[src/rtl/cfg_seq_pkg.sv]
package cfg_seq_pkg;
  typedef enum logic [2:0] {
    ST_WAIT_INIT,
    ST_LOAD0,
    ST_CHECK1,
    ST_LOAD1,
    ST_READY,
    ST_DL_HOLD,
    ST_PROG,
    ST_FAIL
  } seq_state_e;
endpackage

[src/rtl/cfg_seq_ctrl.sv]
module cfg_seq_ctrl
  import cfg_seq_pkg::*;
(
  input  logic       clk_i,
  input  logic       rst_ni,
  input  logic       pwr_good_i,
  input  logic       init_ready_i,
  input  logic [1:0] done_i,
  input  logic       dl_start_i,
  input  logic       dl_end_data_i,
  input  logic       dl_end_empty_i,
  input  logic       last_i,
  input  logic       expire_i,
  output seq_state_e state_o
);
  seq_state_e state_q, state_d;

  always_comb begin
    state_d = state_q;
    if (dl_start_i) begin
      state_d = ST_DL_HOLD;
    end else begin
      unique case (state_q)
        ST_WAIT_INIT: if (pwr_good_i && init_ready_i) state_d = ST_LOAD0;
        ST_LOAD0: begin
          if (done_i[0])   state_d = ST_CHECK1;
          else if (last_i) state_d = ST_FAIL;
        end
        ST_CHECK1: state_d = done_i[1] ? ST_READY : ST_LOAD1;
        ST_LOAD1: begin
          if (done_i[1])   state_d = ST_READY;
          else if (last_i) state_d = ST_FAIL;
        end
        ST_DL_HOLD: begin
          if (dl_end_data_i)       state_d = ST_PROG;
          else if (dl_end_empty_i) state_d = ST_READY;
        end
        ST_PROG:  if (expire_i) state_d = ST_WAIT_INIT;
        ST_READY: state_d = ST_READY;
        ST_FAIL:  state_d = ST_FAIL;
        default:  state_d = ST_WAIT_INIT;
      endcase
    end
  end

  always_ff @(posedge clk_i or negedge rst_ni) begin
    if (!rst_ni) state_q <= ST_WAIT_INIT;
    else         state_q <= state_d;
  end

  assign state_o = state_q;
endmodule

[src/rtl/cfg_seq_stream.sv]
module cfg_seq_stream #(
  parameter int unsigned ADDR_W    = 23,
  parameter int unsigned MAX_BYTES = 2 ** 22,
  localparam int unsigned CNT_W    = ADDR_W - 1
) (
  input  logic              clk_i,
  input  logic              rst_ni,
  input  logic              active_i,
  input  logic              sel_i,
  input  logic [7:0]        flash_data_i,
  output logic              flash_rd_o,
  output logic [ADDR_W-1:0] flash_addr_o,
  output logic              cclk_o,
  output logic [7:0]        data_o,
  output logic              last_o
);
  logic             phase_q;
  logic [CNT_W-1:0] cnt_q;
  logic [7:0]       data_q;

  always_ff @(posedge clk_i or negedge rst_ni) begin
    if (!rst_ni) begin
      phase_q <= 1'b0;
      cnt_q   <= '0;
      data_q  <= '0;
    end else if (!active_i) begin
      phase_q <= 1'b0;
      cnt_q   <= '0;
    end else begin
      phase_q <= ~phase_q;
      if (!phase_q) data_q <= flash_data_i;
      else          cnt_q  <= cnt_q + 1'b1;
    end
  end

  assign flash_rd_o   = active_i & ~phase_q;
  assign flash_addr_o = {sel_i, cnt_q};
  assign cclk_o       = active_i & phase_q;
  assign data_o       = data_q;
  assign last_o       = cclk_o && (cnt_q == CNT_W'(MAX_BYTES - 1));


  rd_then_clk_chk: assert property (@(posedge clk_i) disable iff (!rst_ni)
    flash_rd_o |=> (cclk_o || !active_i));

  data_hold_chk: assert property (@(posedge clk_i) disable iff (!rst_ni)
    cclk_o |=> $stable(data_o));
endmodule

[src/rtl/cfg_seq_prog_timer.sv]
module cfg_seq_prog_timer #(
  parameter int unsigned PROG_LOW = 16,
  localparam int unsigned CW      = $clog2(PROG_LOW + 1)
) (
  input  logic clk_i,
  input  logic rst_ni,
  input  logic en_i,
  output logic expire_o
);
  logic [CW-1:0] cnt_q;

  always_ff @(posedge clk_i or negedge rst_ni) begin
    if (!rst_ni)   cnt_q <= '0;
    else if (en_i) cnt_q <= cnt_q + 1'b1;
    else           cnt_q <= '0;
  end

  assign expire_o = en_i && (cnt_q == CW'(PROG_LOW - 1));


  prog_hold_chk: assert property (@(posedge clk_i) disable iff (!rst_ni)
    (en_i && !expire_o) |=> en_i);
endmodule

[src/rtl/cfg_load_seq.sv]
module cfg_load_seq
  import cfg_seq_pkg::*;
#(
  parameter int unsigned ADDR_W    = 23,
  parameter int unsigned MAX_BYTES = 2 ** 22,
  parameter int unsigned PROG_LOW  = 16
) (
  input  logic              clk_i,
  input  logic              rst_ni,
  input  logic              pwr_good_i,
  input  logic [1:0]        init_n_i,
  input  logic [1:0]        done_i,
  input  logic              dl_start_i,
  input  logic              dl_end_data_i,
  input  logic              dl_end_empty_i,
  output logic              prog_n_o,
  output logic              flash_rd_o,
  output logic [ADDR_W-1:0] flash_addr_o,
  input  logic [7:0]        flash_data_i,
  output logic              cclk_o,
  output logic [7:0]        cfg_data_o,
  output logic [1:0]        cs_n_o,
  output logic              config_done_o,
  output logic              cfg_err_o
);
  seq_state_e state;
  logic       last, expire, load0, load1;

  assign load0 = (state == ST_LOAD0);
  assign load1 = (state == ST_LOAD1);

  cfg_seq_ctrl u_ctrl (
    .clk_i          (clk_i),
    .rst_ni         (rst_ni),
    .pwr_good_i     (pwr_good_i),
    .init_ready_i   (&init_n_i),
    .done_i         (done_i),
    .dl_start_i     (dl_start_i),
    .dl_end_data_i  (dl_end_data_i),
    .dl_end_empty_i (dl_end_empty_i),
    .last_i         (last),
    .expire_i       (expire),
    .state_o        (state)
  );

  cfg_seq_stream #(.ADDR_W(ADDR_W), .MAX_BYTES(MAX_BYTES)) u_stream (
    .clk_i        (clk_i),
    .rst_ni       (rst_ni),
    .active_i     (load0 | load1),
    .sel_i        (load1),
    .flash_data_i (flash_data_i),
    .flash_rd_o   (flash_rd_o),
    .flash_addr_o (flash_addr_o),
    .cclk_o       (cclk_o),
    .data_o       (cfg_data_o),
    .last_o       (last)
  );

  cfg_seq_prog_timer #(.PROG_LOW(PROG_LOW)) u_prog (
    .clk_i    (clk_i),
    .rst_ni   (rst_ni),
    .en_i     (state == ST_PROG),
    .expire_o (expire)
  );

  assign cs_n_o        = {~load1, ~load0};
  assign prog_n_o      = (state != ST_PROG);
  assign config_done_o = (state == ST_READY);
  assign cfg_err_o     = (state == ST_FAIL);


  dl_start_drop_chk: assert property (@(posedge clk_i) disable iff (!rst_ni)
    dl_start_i |=> !config_done_o);

  err_sticky_chk: assert property (@(posedge clk_i) disable iff (!rst_ni)
    (cfg_err_o && !dl_start_i) |=> cfg_err_o);

  addr_half_chk: assert property (@(posedge clk_i) disable iff (!rst_ni)
    flash_rd_o |-> ((flash_addr_o[ADDR_W-1] == cs_n_o[0]) && (cs_n_o[0] != cs_n_o[1])));

  rd_not_ready_chk: assert property (@(posedge clk_i) disable iff (!rst_ni)
    flash_rd_o |-> (prog_n_o && !config_done_o));
endmodule

[config.mk]
export PLATFORM = sky130hd
export DESIGN_NAME = cfg_load_seq
export DESIGN_NICKNAME = d
export VERILOG_FILES = /design/src/rtl/cfg_seq_pkg.sv /design/src/rtl/cfg_seq_ctrl.sv /design/src/rtl/cfg_seq_stream.sv /design/src/rtl/cfg_seq_prog_timer.sv /design/src/rtl/cfg_load_seq.sv
export SDC_FILE = /design/constraint.sdc
export NUM_CORES = 1
export LEC_CHECK = 0
export ABC_AREA = 1
export ABC_CLOCK_PERIOD_IN_PS = 3500
export BUFFER_PORTS_ARGS = -buffer_cell sky130_fd_sc_hd__buf_2
export CAP_MARGIN = 20
export CORE_UTILIZATION = 57
export DETAILED_ROUTE_END_ITERATION = 16
export GPL_TIMING_DRIVEN = 0
export HOLD_SLACK_MARGIN = 0.05
export PLACE_DENSITY_LB_ADDON = 0.05
export REMOVE_ABC_BUFFERS = 1
export SETUP_SLACK_MARGIN = 0.02
export SLEW_MARGIN = 20
export SYNTH_ARGS = -nofsm -noshare
export SYNTH_HDL_FRONTEND = slang
export SYNTH_SLANG_ARGS = --single-unit
[constraint.sdc]
create_clock -name clk_i -period 3.5 [get_ports clk_i]
set_clock_uncertainty 0.05 [all_clocks]
set_input_delay 0.35 -clock clk_i [delete_from_list [all_inputs] [get_ports clk_i]]
set_output_delay 0.35 -clock clk_i [all_outputs]
set_load 0.1 [all_outputs]
==> summary.md, run 1 <==
| Metric | Value |
|---|---|
| Antenna cells | `0` |
| Unique masters post-synth | `32` |
| Drt via density | `about 5.1` |
| Worst Hold Class | `input port to asynchronous set/reset pin` |
| Switch Pwr | `0.0009804 W` |
| First-pass GRT wire length | `7810 um` |
| Initial antenna violation count | `0` |
| DIE HEIGHT | `~65 um` |
| Initial Util | `0.6017` |
| Clock slew at reported path FFs | `about 0.08 ns` |
| DIE WIDTH | `64.63 um` |
| WL/cell | `around 11 um` |
| PD cells | `between 600 and 700 nW/um^2` |
| Internal power | `around 0.00081 W` |
| Crit-path cells | `inv_1 > nand3_4 > nand2_8 > inv_6 > nor2_8 > buf_2` |
| Max-Cap Viols | `0` |
| CTS resizes | `0` |
| Cells after Synth | `a little under 300` |
| Leak Pwr | `1.325 nW` |
| CP Buf/Inv Count | `3` |
| Largest net degree at the start of global routing | `40` |
| Die area | `between 4000 and 5000 um^2` |
| TNS Setup | `0 ns` |
| Clock Tree Buf Depth | `2` |
| Ports | `56` |
| Yosys warnings | `0` |
| Hpwl dp | `3345 um` |
| Avg Synthesized Cell Area | `7.528 um^2` |
| Crit path arrival time | `slightly above 2 ns` |
| CTS Sinks | `39` |
| Fin util | `0.6993` |
| Share of cells above drive strength 1 | `0.2260` |
| Total CTS buffers | `5` |
| CP max stage cell | `dfrtp_1` |
| Final #Nets | `~370` |
| DRT Pass-1 Iters | `5` |
| Setup crit end kind | `output pin` |
| Comb pwr share | `0.496` |
| Switching Fraction | `0.5491` |
| Achievable frequency | `411.7 MHz` |
| Crit path launch | `u_ctrl.state_o[1]$_DFFE_PN0P_` |
| Slew @ Worst Pin | `0.8263 ns` |
| Worst skew pair latency | `0.29 ns` |
| Critical path required time | `3.10 ns` |
| Adder-cell share of the synthesized area | `0.01679` |
| Slowest stage delay, CP | `around 0.52 ns` |
| Synth Area in Simple Gates | `0.3604` |
| Final non-filler cell total | `402` |
| Seq pwr share | `0.343` |
| Reg2Reg Depth | `10` |
| DR iter-0 viols | `~170` |
| Placed cells | `approximately 390` |
| Largest family of logic cells by synthesized area | `simple AND/OR/NAND/NOR gates` |
| Remaining antenna violation count after routing | `0` |
| Vias in the first global route | `about 1800` |
| Top Family by Delay on Critical Path | `buffers and inverters` |
| Critical path fanouts, max | `19` |
| Levels on crit path | `6` |
| Max H-tree Level | `2` |
| Gp weighted congestion | `~0.84` |
| Gr ovfl total | `0` |
| Setup crit start kind | `flip-flop` |
| Fillers | `approximately 330` |
| Hold_buf cts | `0` |
| Flip-flop and latch count after synthesis | `39` |
| Worst setup path category | `flip-flop to output pin` |
| Fin. max-slew vios | `0` |
| Row Count | `22` |
| RSZ-0062 raised after global routing | `no` |
| Area growth, synth to finish | `16.23%` |
| DRC violation count after routing | `0` |
| Reg2reg start | `u_stream.cnt_q[0]$_DFFE_PN0N_` |
| Status | `complete, no violations` |
| Mux cell area share after synthesis | `0` |
| Synth Area in Compound Gates | `0.07946` |
| Hold Vio Cnt, Final | `0` |
| Routed WL | `between 4000 and 5000 um` |
| Minimum clock period | `around 2.4 ns` |
| Setup repair bufs after CTS | `0` |
| Total Power | `around 0.0018 W` |
| Post-Synth XOR/XNOR Area | `0.01175` |
| VDD IR max | `approximately 680 uV` |
| Vias | `2031` |
| Core ar. | `between 3000 and 4000 um^2` |
| CTS Root Cell | `clkbuf_8` |
| Tcrit/Tclk final | `0.6940` |
| Clk pwr share | `0.160` |
| PortBufs | `55` |
| Slew HR | `0.4491` |
| Sequential area share after synthesis | `0.4365` |
| Netlist Area Pre-Place | `around 2200 um^2` |
| Final setup viols | `0` |
| CTS tree | `yes` |
| Gr usage total | `0.2429` |
[power groups by stage]
| stage | sequential, W | clock [W] | combinational [W] |
|---|---|---|---|
| floorplan | 0.000992 | 0 | 0.000368 |
| global placement | 0.000618 | 0 | 0.000882 |
| detailed placement | 0.000616 | 0 | 0.000894 |
| CTS | 0.000611 | 0.000292 | 0.000892 |
| global route | 0.000623 | 0.000312 | 0.000943 |
| finish | 0.000613 | 0.000286 | 0.000886 |
[cell type report]
type | instances | area [um^2] | share of cell area
Clock buffer | 7 | 76.32 | 0.02937
Multi-Input combinational cell | 211 | 1047 | 0.4030
Sequential cell | 39 | 975.9 | 0.3755
Tap cell | 48 | 60.06 | 0.02311
Timing Repair Buffer | 55 | 275.3 | 0.1059
Inverter | 41 | 158.9 | 0.06115
Clock inverter | 1 | 5.005 | 0.001926
[per-layer routing]
metal / up-vias / part of all wire / global-route usage
met1: 910 / 0.50 / 0.3406
met2: 56 / 0.43 / 0.3829
met4: 0 / 0.014 / 0.07500
met3: 7 / 0.049 / 0.04225
met5: - / 0 / 0
li1: 1058 / - / -
[metrics by stage]
stage	hold slack (ns)	setup WS [ns]	cell area [um^2]
floorplan	0.004409	0.5133	2182
finish	0.1030	1.071	2599
detailed placement	0.4034	1.368	2517
CTS	0.1422	1.058	2599
global placement	0.3991	1.374	2517
global route	0.1862	0.9467	2599
[worst paths after layout]
| check | endpoint | slack [ns] |
|---|---|---|
| worst max register to register | u_stream.cnt_q[16]$_DFFE_PN0N_ | 1.70 |
| max in group asynchronous | u_stream.cnt_q[20]$_DFFE_PN0N_ | 2.77 |
| worst min register to register | u_stream.data_o[2]$_DFFE_PN0P_ | 0.42 |
| worst min-delay path | u_stream.cnt_q[5]$_DFFE_PN0N_ | 0.10 |
| min in group clk_i | u_stream.data_o[1]$_DFFE_PN0P_ | 0.21 |
| worst max-delay path | flash_rd_o | 1.07 |
[synth_stat cells (all sizes together)]
| library cell | count | area (um^2) |
|---|---|---|
| nor3 | 13 | 65.06 |
| ha | 3 | 37.54 |
| or2 | 1 | 6.260 |
| buf | 6 | 53.79 |
| xor2 | 3 | 26.28 |
| a21oi | 13 | 76.33 |
| a211oi | 1 | 7.510 |
| dfrtp | 39 | 975.9 |
| o21ai | 15 | 78.82 |
| a22o | 1 | 8.760 |
| nand2 | 96 | 391.6 |
| a31oi | 1 | 6.260 |
| and2 | 1 | 6.260 |
| inv | 41 | 158.9 |
| nand3 | 17 | 110.1 |
| nor4 | 1 | 6.260 |
| nor2 | 38 | 176.4 |
| nand4 | 7 | 43.79 |
[state kept, by name, summed over array words and instances (netlist names)]
signal / cells
u_ctrl.state_o: 3
u_prog.cnt_q: 5
u_stream.cnt_q: 22
u_stream.data_o: 8
u_stream.phase_q: 1
[placed cells by master (no fill, tap or decap), types with 2 or more instances in the layout]
master / count
nand3_1: 15
inv_1: 36
ha_1: 3
dfrtp_1: 39
nor2_1: 34
nor3_1: 13
clkbuf_8: 5
nand4_1: 7
inv_2: 4
a21oi_1: 12
nand3_4: 2
nand2_1: 91
buf_2: 55
o21ai_0: 13
nand2_2: 3
clkbuf_1: 2
nor2_4: 2
xor2_1: 3
[cells by family (layout without fill, tap and decap cells)]
family                   Yosys count  count (layout)
AND/OR/NAND/NOR                  174             174
buffers and inverters             47             104
flip-flops                        39              39
AO/OA/AOI/OAI                     31              31
adder cells (fa/ha/maj)            3               3
XOR/XNOR                           3               3
No activity file was read; power rests on OpenSTA's default activity.
==> inputs of run 2 (changes only) <==
ABC_CLOCK_PERIOD_IN_PS = 2200   (was 3500)
CORE_UTILIZATION = 48   (was 57)
clock period = 2.2 ns   (was 3.5 ns; I/O delays follow)
==> run 2 against run 1 <==
Against the previous run:
- combinational power grew 60%
- flip-flop and latch count is the same
- critical path depth is the same
- via count shrank 1.2%
- critical endpoint unchanged
- largest cell class unchanged
- largest power group unchanged
==> summary.md, run 2 (same netlist as run 1, synthesis figures left out) <==
| Metric | Value |
|---|---|
| DIE WIDTH | `70.25 um (+8.7%)` |
| Critical path required time | `1.93 ns (-1.17 ns)` |
| Biggest register | `u_stream.cnt_q` |
| Fin. max-slew vios | `0 (unchanged)` |
| VDD IR max | `968.4 uV (+41%)` |
| Ports | `56 (unchanged)` |
| Commonest non-fill, non-tap cell in the layout | `nand2_1` |
| Initial Util | `0.5065 (-0.09516)` |
| Worst skew pair latency | `0.29 ns (about the same)` |
| Finished layout cell area | `2679 um^2 (+3.1%)` |
| Achievable frequency | `478.7 MHz` |
| Max reg flops | `22 (unchanged)` |
| WL/cell | `11.45 um (+3.8%)` |
| DRT Pass-1 Iters | `4 (-1)` |
| Switching Fraction | `0.5131 (-0.03594)` |
| Initial antenna violation count | `0 (unchanged)` |
| Remaining antenna violation count after routing | `0 (unchanged)` |
| CTS Root Cell | `clkbuf_8` |
| Setup crit start kind | `flip-flop` |
| PortBufs | `55 (unchanged)` |
| Routed WL | `4662 um (+5.0%)` |
| Gr ovfl total | `0 (unchanged)` |
| Leak Pwr | `1.350 nW (+1.9%)` |
| Row Count | `24 (+9.1%)` |
| TNS Setup | `0 ns (unchanged)` |
| First-pass GRT wire length | `7776 um (-0.44%)` |
| CTS tree | `yes` |
| Die area | `4935 um^2 (+18%)` |
| Max H-tree Level | `2 (unchanged)` |
| Setup crit end kind | `output pin` |
| Drt via density | `4.929 (-2.4%)` |
| Vias | `2006 (-1.2%)` |
| Internal power | `0.001517 W (+88%)` |
| Status | `complete, no violations` |
| Worst setup path category | `flip-flop to output pin` |
| Tcrit/Tclk final | `0.9495` |
| Slew @ Worst Pin | `0.8598 ns (+0.03355 ns)` |
| Final setup viols | `0 (unchanged)` |
| DIE HEIGHT | `70.25 um (+8.7%)` |
| Final non-filler cell total | `407 (+1.2%)` |
| Placed cells | `398 (+1.0%)` |
| Comb pwr share | `0.457 (-0.039)` |
| Seq pwr share | `0.314 (-0.029)` |
| Setup repair bufs after CTS | `0 (unchanged)` |
| Total CTS buffers | `5 (unchanged)` |
| Core ar. | `4414 um^2 (+19%)` |
| DRC violation count after routing | `0 (unchanged)` |
| Total Power | `0.003116 W (+75%)` |
| Gr usage total | `0.1996 (-0.04325)` |
| CTS Sinks | `39 (unchanged)` |
| Setup ws final | `0.1112 ns (-0.9600 ns)` |
| Gp weighted congestion | `0.8176 (-3.1%)` |
| Share of cells above drive strength 1 | `0.2338 (+0.007814)` |
| Largest net degree at the start of global routing | `40 (unchanged)` |
| Pre-CTS WS | `0.1648 ns (-1.203 ns)` |
| Minimum clock period | `2.089 ns` |
| Clock Tree Buf Depth | `2 (unchanged)` |
| Hold Vio Cnt, Final | `0 (unchanged)` |
| PD cells | `1163 nW/um^2 (+69%)` |
| Vias in the first global route | `1744 (-3.2%)` |
| Most frequent cells in the layout | `91 x nand2_1, 53 x buf_2, 38 x dfrtp_1` |
| Crit path arrival time | `1.82 ns (-0.21 ns)` |
| Clk pwr share | `0.229 (+0.069)` |
| Final #Nets | `375 (+0.27%)` |
| Max-Cap Viols | `0 (unchanged)` |
| Area growth, synth to finish | `19.81%` |
| Worst Hold Class | `input port to flip-flop` |
| Slew HR | `0.4268 (-0.02237)` |
| DR iter-0 viols | `98 (-43%)` |
| Post-Place Cell Area | `2522 um^2 (+0.20%)` |
| Clock slew at reported path FFs | `0.08 ns (about the same)` |
| Switch Pwr | `0.001599 W (+63%)` |
| Antenna cells | `0 (unchanged)` |
| RSZ-0062 raised after global routing | `no` |
| Critical path fanouts, max | `19 (unchanged)` |
| Hpwl dp | `3376 um (+0.91%)` |
-- run 2: repair_timing --
action | in CTS | in global routing
hold buffers | 1 | 0
endpoints found under the setup margin | 2 | 1
hold endpoints to repair | 39 | 0
gates resized for setup | 3 | 1
-- run 2: routing by layer --
metal	routed length [um]	track usage
met3	218	0.05051
met2	2010	0.3069
met4	44	0.06000
met5	0	0
met1	2389	0.2772
-- run 2: worst max-delay path, stage by stage, from the launching register on --
cell,delay [ns]
dfrtp_1,0.42
inv_2,0.19
nand3_4,0.14
nand2_8,0.18
inv_6,0.06
nor2_8,0.24
buf_6,0.27
-- run 2: stage by stage --
step                utilization  hold WS [ns]
floorplan                     -       -0.1256
global placement         0.5714        0.3353
detailed placement       0.5714        0.3380
CTS                      0.6066       0.05832
global route             0.6069       0.06460
finish                   0.6069       0.06768
-- run 2: worst paths after layout --
| path | cells past startpoint | slack (ns) | end | start |
|---|---|---|---|---|
| min in group asynchronous | 2 | 0.53 | u_stream.cnt_q[12]$_DFFE_PN0N_ | rst_ni |
| hold / removal | 3 | 0.07 | u_stream.data_o[0]$_DFFE_PN0P_ | flash_data_i[0] |
| hold reg to reg | 1 | 0.41 | u_prog.cnt_q[0]$_DFF_PN0_ | u_prog.cnt_q[0]$_DFF_PN0_ |
| setup reg to reg | 10 | 0.40 | u_stream.cnt_q[12]$_DFFE_PN0N_ | u_stream.cnt_q[0]$_DFFE_PN0N_ |
| setup / recovery | 6 | 0.11 | flash_rd_o | u_ctrl.state_o[2]$_DFFE_PN0P_ |
| max in group asynchronous | 2 | 0.99 | u_ctrl.state_o[1]$_DFFE_PN0P_ | rst_ni |
-- run 2: power by group through the flow --
stage / clock, W / sequential [W] / combinational (W)
6_report: 0.000714 / 0.000980 / 0.00142
5_1_grt: 0.000758 / 0.00100 / 0.00150
4_1_cts: 0.000735 / 0.000978 / 0.00143
3_5_place_dp: 0 / 0.000989 / 0.00142
3_3_place_gp: 0 / 0.000991 / 0.00141
2_1_floorplan: 0 / 0.00158 / 0.000586
-- run 2: area by class of cell --
type | instances | area, um^2
clock buffers | 5 | 68.82
well taps | 52 | 65.06
inverters | 41 | 158.9
flip-flops and latches | 39 | 977.2
clock inverters | 3 | 67.56
fillers | 420 | 1735
repair buffers | 56 | 294.0
multi-input cells | 211 | 1047
==> inputs of run 3 (changes only) <==
--- a/config.mk
+++ b/config.mk
@@ -15,6 +15,5 @@
 export HOLD_SLACK_MARGIN = 0.05
 export PLACE_DENSITY_LB_ADDON = 0.05
-export REMOVE_ABC_BUFFERS = 1
-export SETUP_SLACK_MARGIN = 0.02
+export SETUP_SLACK_MARGIN = 0.1
 export SLEW_MARGIN = 20
 export SYNTH_ARGS = -nofsm -noshare
--- a/constraint.sdc
+++ b/constraint.sdc
@@ -3,3 +3,3 @@
 set_input_delay 0.22 -clock clk_i [delete_from_list [all_inputs] [get_ports clk_i]]
 set_output_delay 0.22 -clock clk_i [all_outputs]
-set_load 0.1 [all_outputs]
+set_load 0.05 [all_outputs]
==> run 3 against run 2 <==
Against the previous run:
- global-route usage increased by 1.5 points
- first-iteration DRC count grew 8.2%
- final cell count rose by 1.5%
- combinational power decreased by 26%
- cell area rose by 1.8%
- count of clock-buffer cells in the layout stayed put
- die area unchanged
- largest cell class unchanged
- highest routed layer unchanged
==> summary.md, run 3 (same netlist as run 1, synthesis figures left out) <==
| Metric | Value |
|---|---|
| Status | `complete, no violations` |
| Seq pwr share | `0.346 (+0.032)` |
| Vias | `2083 (+3.8%)` |
| Clk pwr share | `0.266 (+0.037)` |
| Max reg flops | `22 (unchanged)` |
| Leak Pwr | `1.385 nW (+2.6%)` |
| Hpwl dp | `3703 um (+9.7%)` |
| Reg2reg end | `u_stream.cnt_q[16]$_DFFE_PN0N_` |
| TNS Setup | `0 ns (unchanged)` |
| Met1 Use GR | `0.2983 (+0.02116)` |
| PortBufs | `55 (unchanged)` |
| Hold wc startpoint | `flash_data_i[7]` |
| DIE WIDTH | `70.25 um (unchanged)` |
| Clock Tree Buf Depth | `2 (unchanged)` |
| Total CTS buffers | `5 (unchanged)` |
| Die area | `4935 um^2 (unchanged)` |
| Setup crit start kind | `flip-flop` |
| Reg2reg start | `u_stream.cnt_q[0]$_DFFE_PN0N_` |
| RSZ-0062 raised after global routing | `no` |
| Biggest register | `u_stream.cnt_q` |
| Routed WL | `4908 um (+5.3%)` |
| First-pass GRT wire length | `8438 um (+8.5%)` |
| Share of cells above drive strength 1 | `0.2438 (+0.009964)` |
| Crit-path cells | `buf_2 > nand3_4 > nand2_8 > inv_6 > nor2_8 > buf_6 > buf_4` |
| Switch Pwr | `0.001163 W (-27%)` |
| Initial Util | `0.5065 (unchanged)` |
| Row Count | `24 (unchanged)` |
| Critical path fanouts, max | `11 (-8)` |
| Multi-input gate area | `1047 um^2 (unchanged)` |
| Syn nets | `between 300 and 400` |
| VDD IR max | `637.3 uV (-34%)` |
| Critical path required time | `1.93 ns (about the same)` |
| Worst skew pair latency | `0.29 ns (about the same)` |
| Reg-to-reg slack, setup | `0.37 ns (-0.03 ns)` |
| Gr usage total | `0.2145 (+0.01492)` |
| Crit path arrival time | `1.74 ns (-0.08 ns)` |
| Register Area | `975.9 um^2 (-0.13%)` |
| DRT Pass-1 Iters | `4 (unchanged)` |
| Gp weighted congestion | `0.8385 (+2.6%)` |
| Tcrit/Tclk final | `0.9116 (-0.03788)` |
| Final #Nets | `381 (+1.6%)` |
| Commonest non-fill, non-tap cell in the layout | `nand2_1` |
| Gr ovfl total | `0 (unchanged)` |
| Final setup viols | `0 (unchanged)` |
| Setup crit end kind | `output pin` |
| WL/cell | `11.88 um (+3.7%)` |
| Slew HR | `0.4234 (-0.003346)` |
| CP max stage cell | `dfrtp_1` |
| Vias in the first global route | `1929 (+11%)` |
| Gr busiest metal | `met2` |
| Max-Cap Viols | `0 (unchanged)` |
| Worst Hold Depth | `3 (unchanged)` |
| Max H-tree Level | `2 (unchanged)` |
| CTS Sinks | `39 (unchanged)` |
| Worst Hold Class | `input port to flip-flop` |
| Grt met2 use | `0.3397 (+0.03280)` |
| Worst setup path category | `flip-flop to output pin` |
| Hold Vio Cnt, Final | `0 (unchanged)` |
| Fin util | `0.6179 (+0.01105)` |
| Internal power | `0.001550 W (+2.2%)` |
| Setup repair bufs after CTS | `0 (unchanged)` |
| Met3 usage | `0.04040 (-0.01010)` |
| Remaining antenna violation count after routing | `0 (unchanged)` |
| Worst hold endpoint | `u_stream.data_o[7]$_DFFE_PN0P_` |
| Minimum clock period | `2.005 ns (-0.08333 ns)` |
| Clock slew at reported path FFs | `0.08 ns (about the same)` |
| Fillers | `424 (+0.95%)` |
| DRC violation count after routing | `0 (unchanged)` |
| Largest net degree at the start of global routing | `40 (unchanged)` |
| CTS Root Cell | `clkbuf_8` |
| Comb pwr share | `0.387 (-0.070)` |
| PD cells | `994.5 nW/um^2 (-15%)` |
| Most frequent cells in the layout | `91 x nand2_1, 55 x buf_2, 39 x dfrtp_1` |
| Reg2Reg Depth | `10 (unchanged)` |
| Antenna cells | `0 (unchanged)` |
| Area growth, synth to finish | `21.99%` |
| Core ar. | `4414 um^2 (unchanged)` |
| CTS tree | `yes` |
| Achievable frequency | `498.6 MHz (+4.2%)` |
| Switching Fraction | `0.4286 (-0.08457)` |
| Drt via density | `5.044 (+2.3%)` |
| Slowest stage delay, CP | `0.35 ns (-0.07 ns)` |
| DIE HEIGHT | `70.25 um (unchanged)` |
| Ports | `56 (unchanged)` |
| Slew @ Worst Pin | `0.8649 ns (+0.005019 ns)` |
| DR iter-0 viols | `106 (+8.2%)` |
| Fin. max-slew vios | `0 (unchanged)` |
| Initial antenna violation count | `0 (unchanged)` |
## run 3: power groups by stage
stage	clock network, W	registers (W)	logic [W]
floorplan	0	0.00123	0.000526
global placement	0	0.000950	0.00104
detailed placement	0	0.000948	0.00105
CTS	0.000744	0.000938	0.00106
global route	0.000759	0.000957	0.00115
finish	0.000722	0.000940	0.00105
## run 3: worst max-delay path by stage
stage	start	to	slack, ns	cells after the start
finish	u_ctrl.state_o[1]$_DFFE_PN0P_	flash_rd_o	0.19	7
global route	u_ctrl.state_o[1]$_DFFE_PN0P_	flash_rd_o	0.11	7
floorplan	u_stream.cnt_q[0]$_DFFE_PN0N_	u_stream.cnt_q[16]$_DFFE_PN0N_	0.27	10
global placement	u_ctrl.state_o[2]$_DFFE_PN0P_	flash_rd_o	0.43	7
CTS	u_ctrl.state_o[2]$_DFFE_PN0P_	flash_rd_o	0.15	7
detailed placement	u_stream.cnt_q[0]$_DFFE_PN0N_	u_stream.cnt_q[12]$_DFFE_PN0N_	0.41	10
## run 3: metrics by stage
| step | hold WS [ns] | area [um^2] | std cells | setup slack (ns) | power [W] |
|---|---|---|---|---|---|
| floorplan | -0.1256 | 2236 | 297 | 0.2673 | 0.001760 |
| global placement | 0.3365 | 2576 | 404 | 0.4294 | 0.001989 |
| detailed placement | 0.3360 | 2576 | 404 | 0.4150 | 0.001999 |
| CTS | 0.05554 | 2725 | 413 | 0.1505 | 0.002740 |
| global route | 0.07132 | 2728 | 413 | 0.1055 | 0.002861 |
| finish | 0.06612 | 2728 | 413 | 0.1945 | 0.002713 |
## run 3: final cells by class
cell class                      count  share of cell area
Inverter                           41             0.05917
Clock inverter                      3             0.02477
Multi-Input combinational cell    211              0.3839
Sequential cell                    39              0.3578
Timing Repair Buffer               56              0.1055
Tap cell                           52             0.02385
Buffer                              6             0.01972
Clock buffer                        5             0.02523
## run 3: critical path, delay by kind of cell, from the launching register on
kind,cells,cell delay [ns]
and+or+nand+nor,3,0.43
buffers and inverters,4,0.66
DFF,1,0.35
## run 3: repair_timing
| action | CTS | global route |
|---|---|---|
| gates cloned | 0 | 0 |
| hold buffers | 1 | 0 |
| hold endpoints to repair | 39 | 0 |
| setup endpoints to repair | 1 | 1 |
| resized for setup | 1 | 1 |
## run 3: metal layers
layer  routed length, um  share of wire
met4                  52          0.011
met2                2232           0.45
met1                2374           0.48
met3                 248          0.051
met5                   0              0
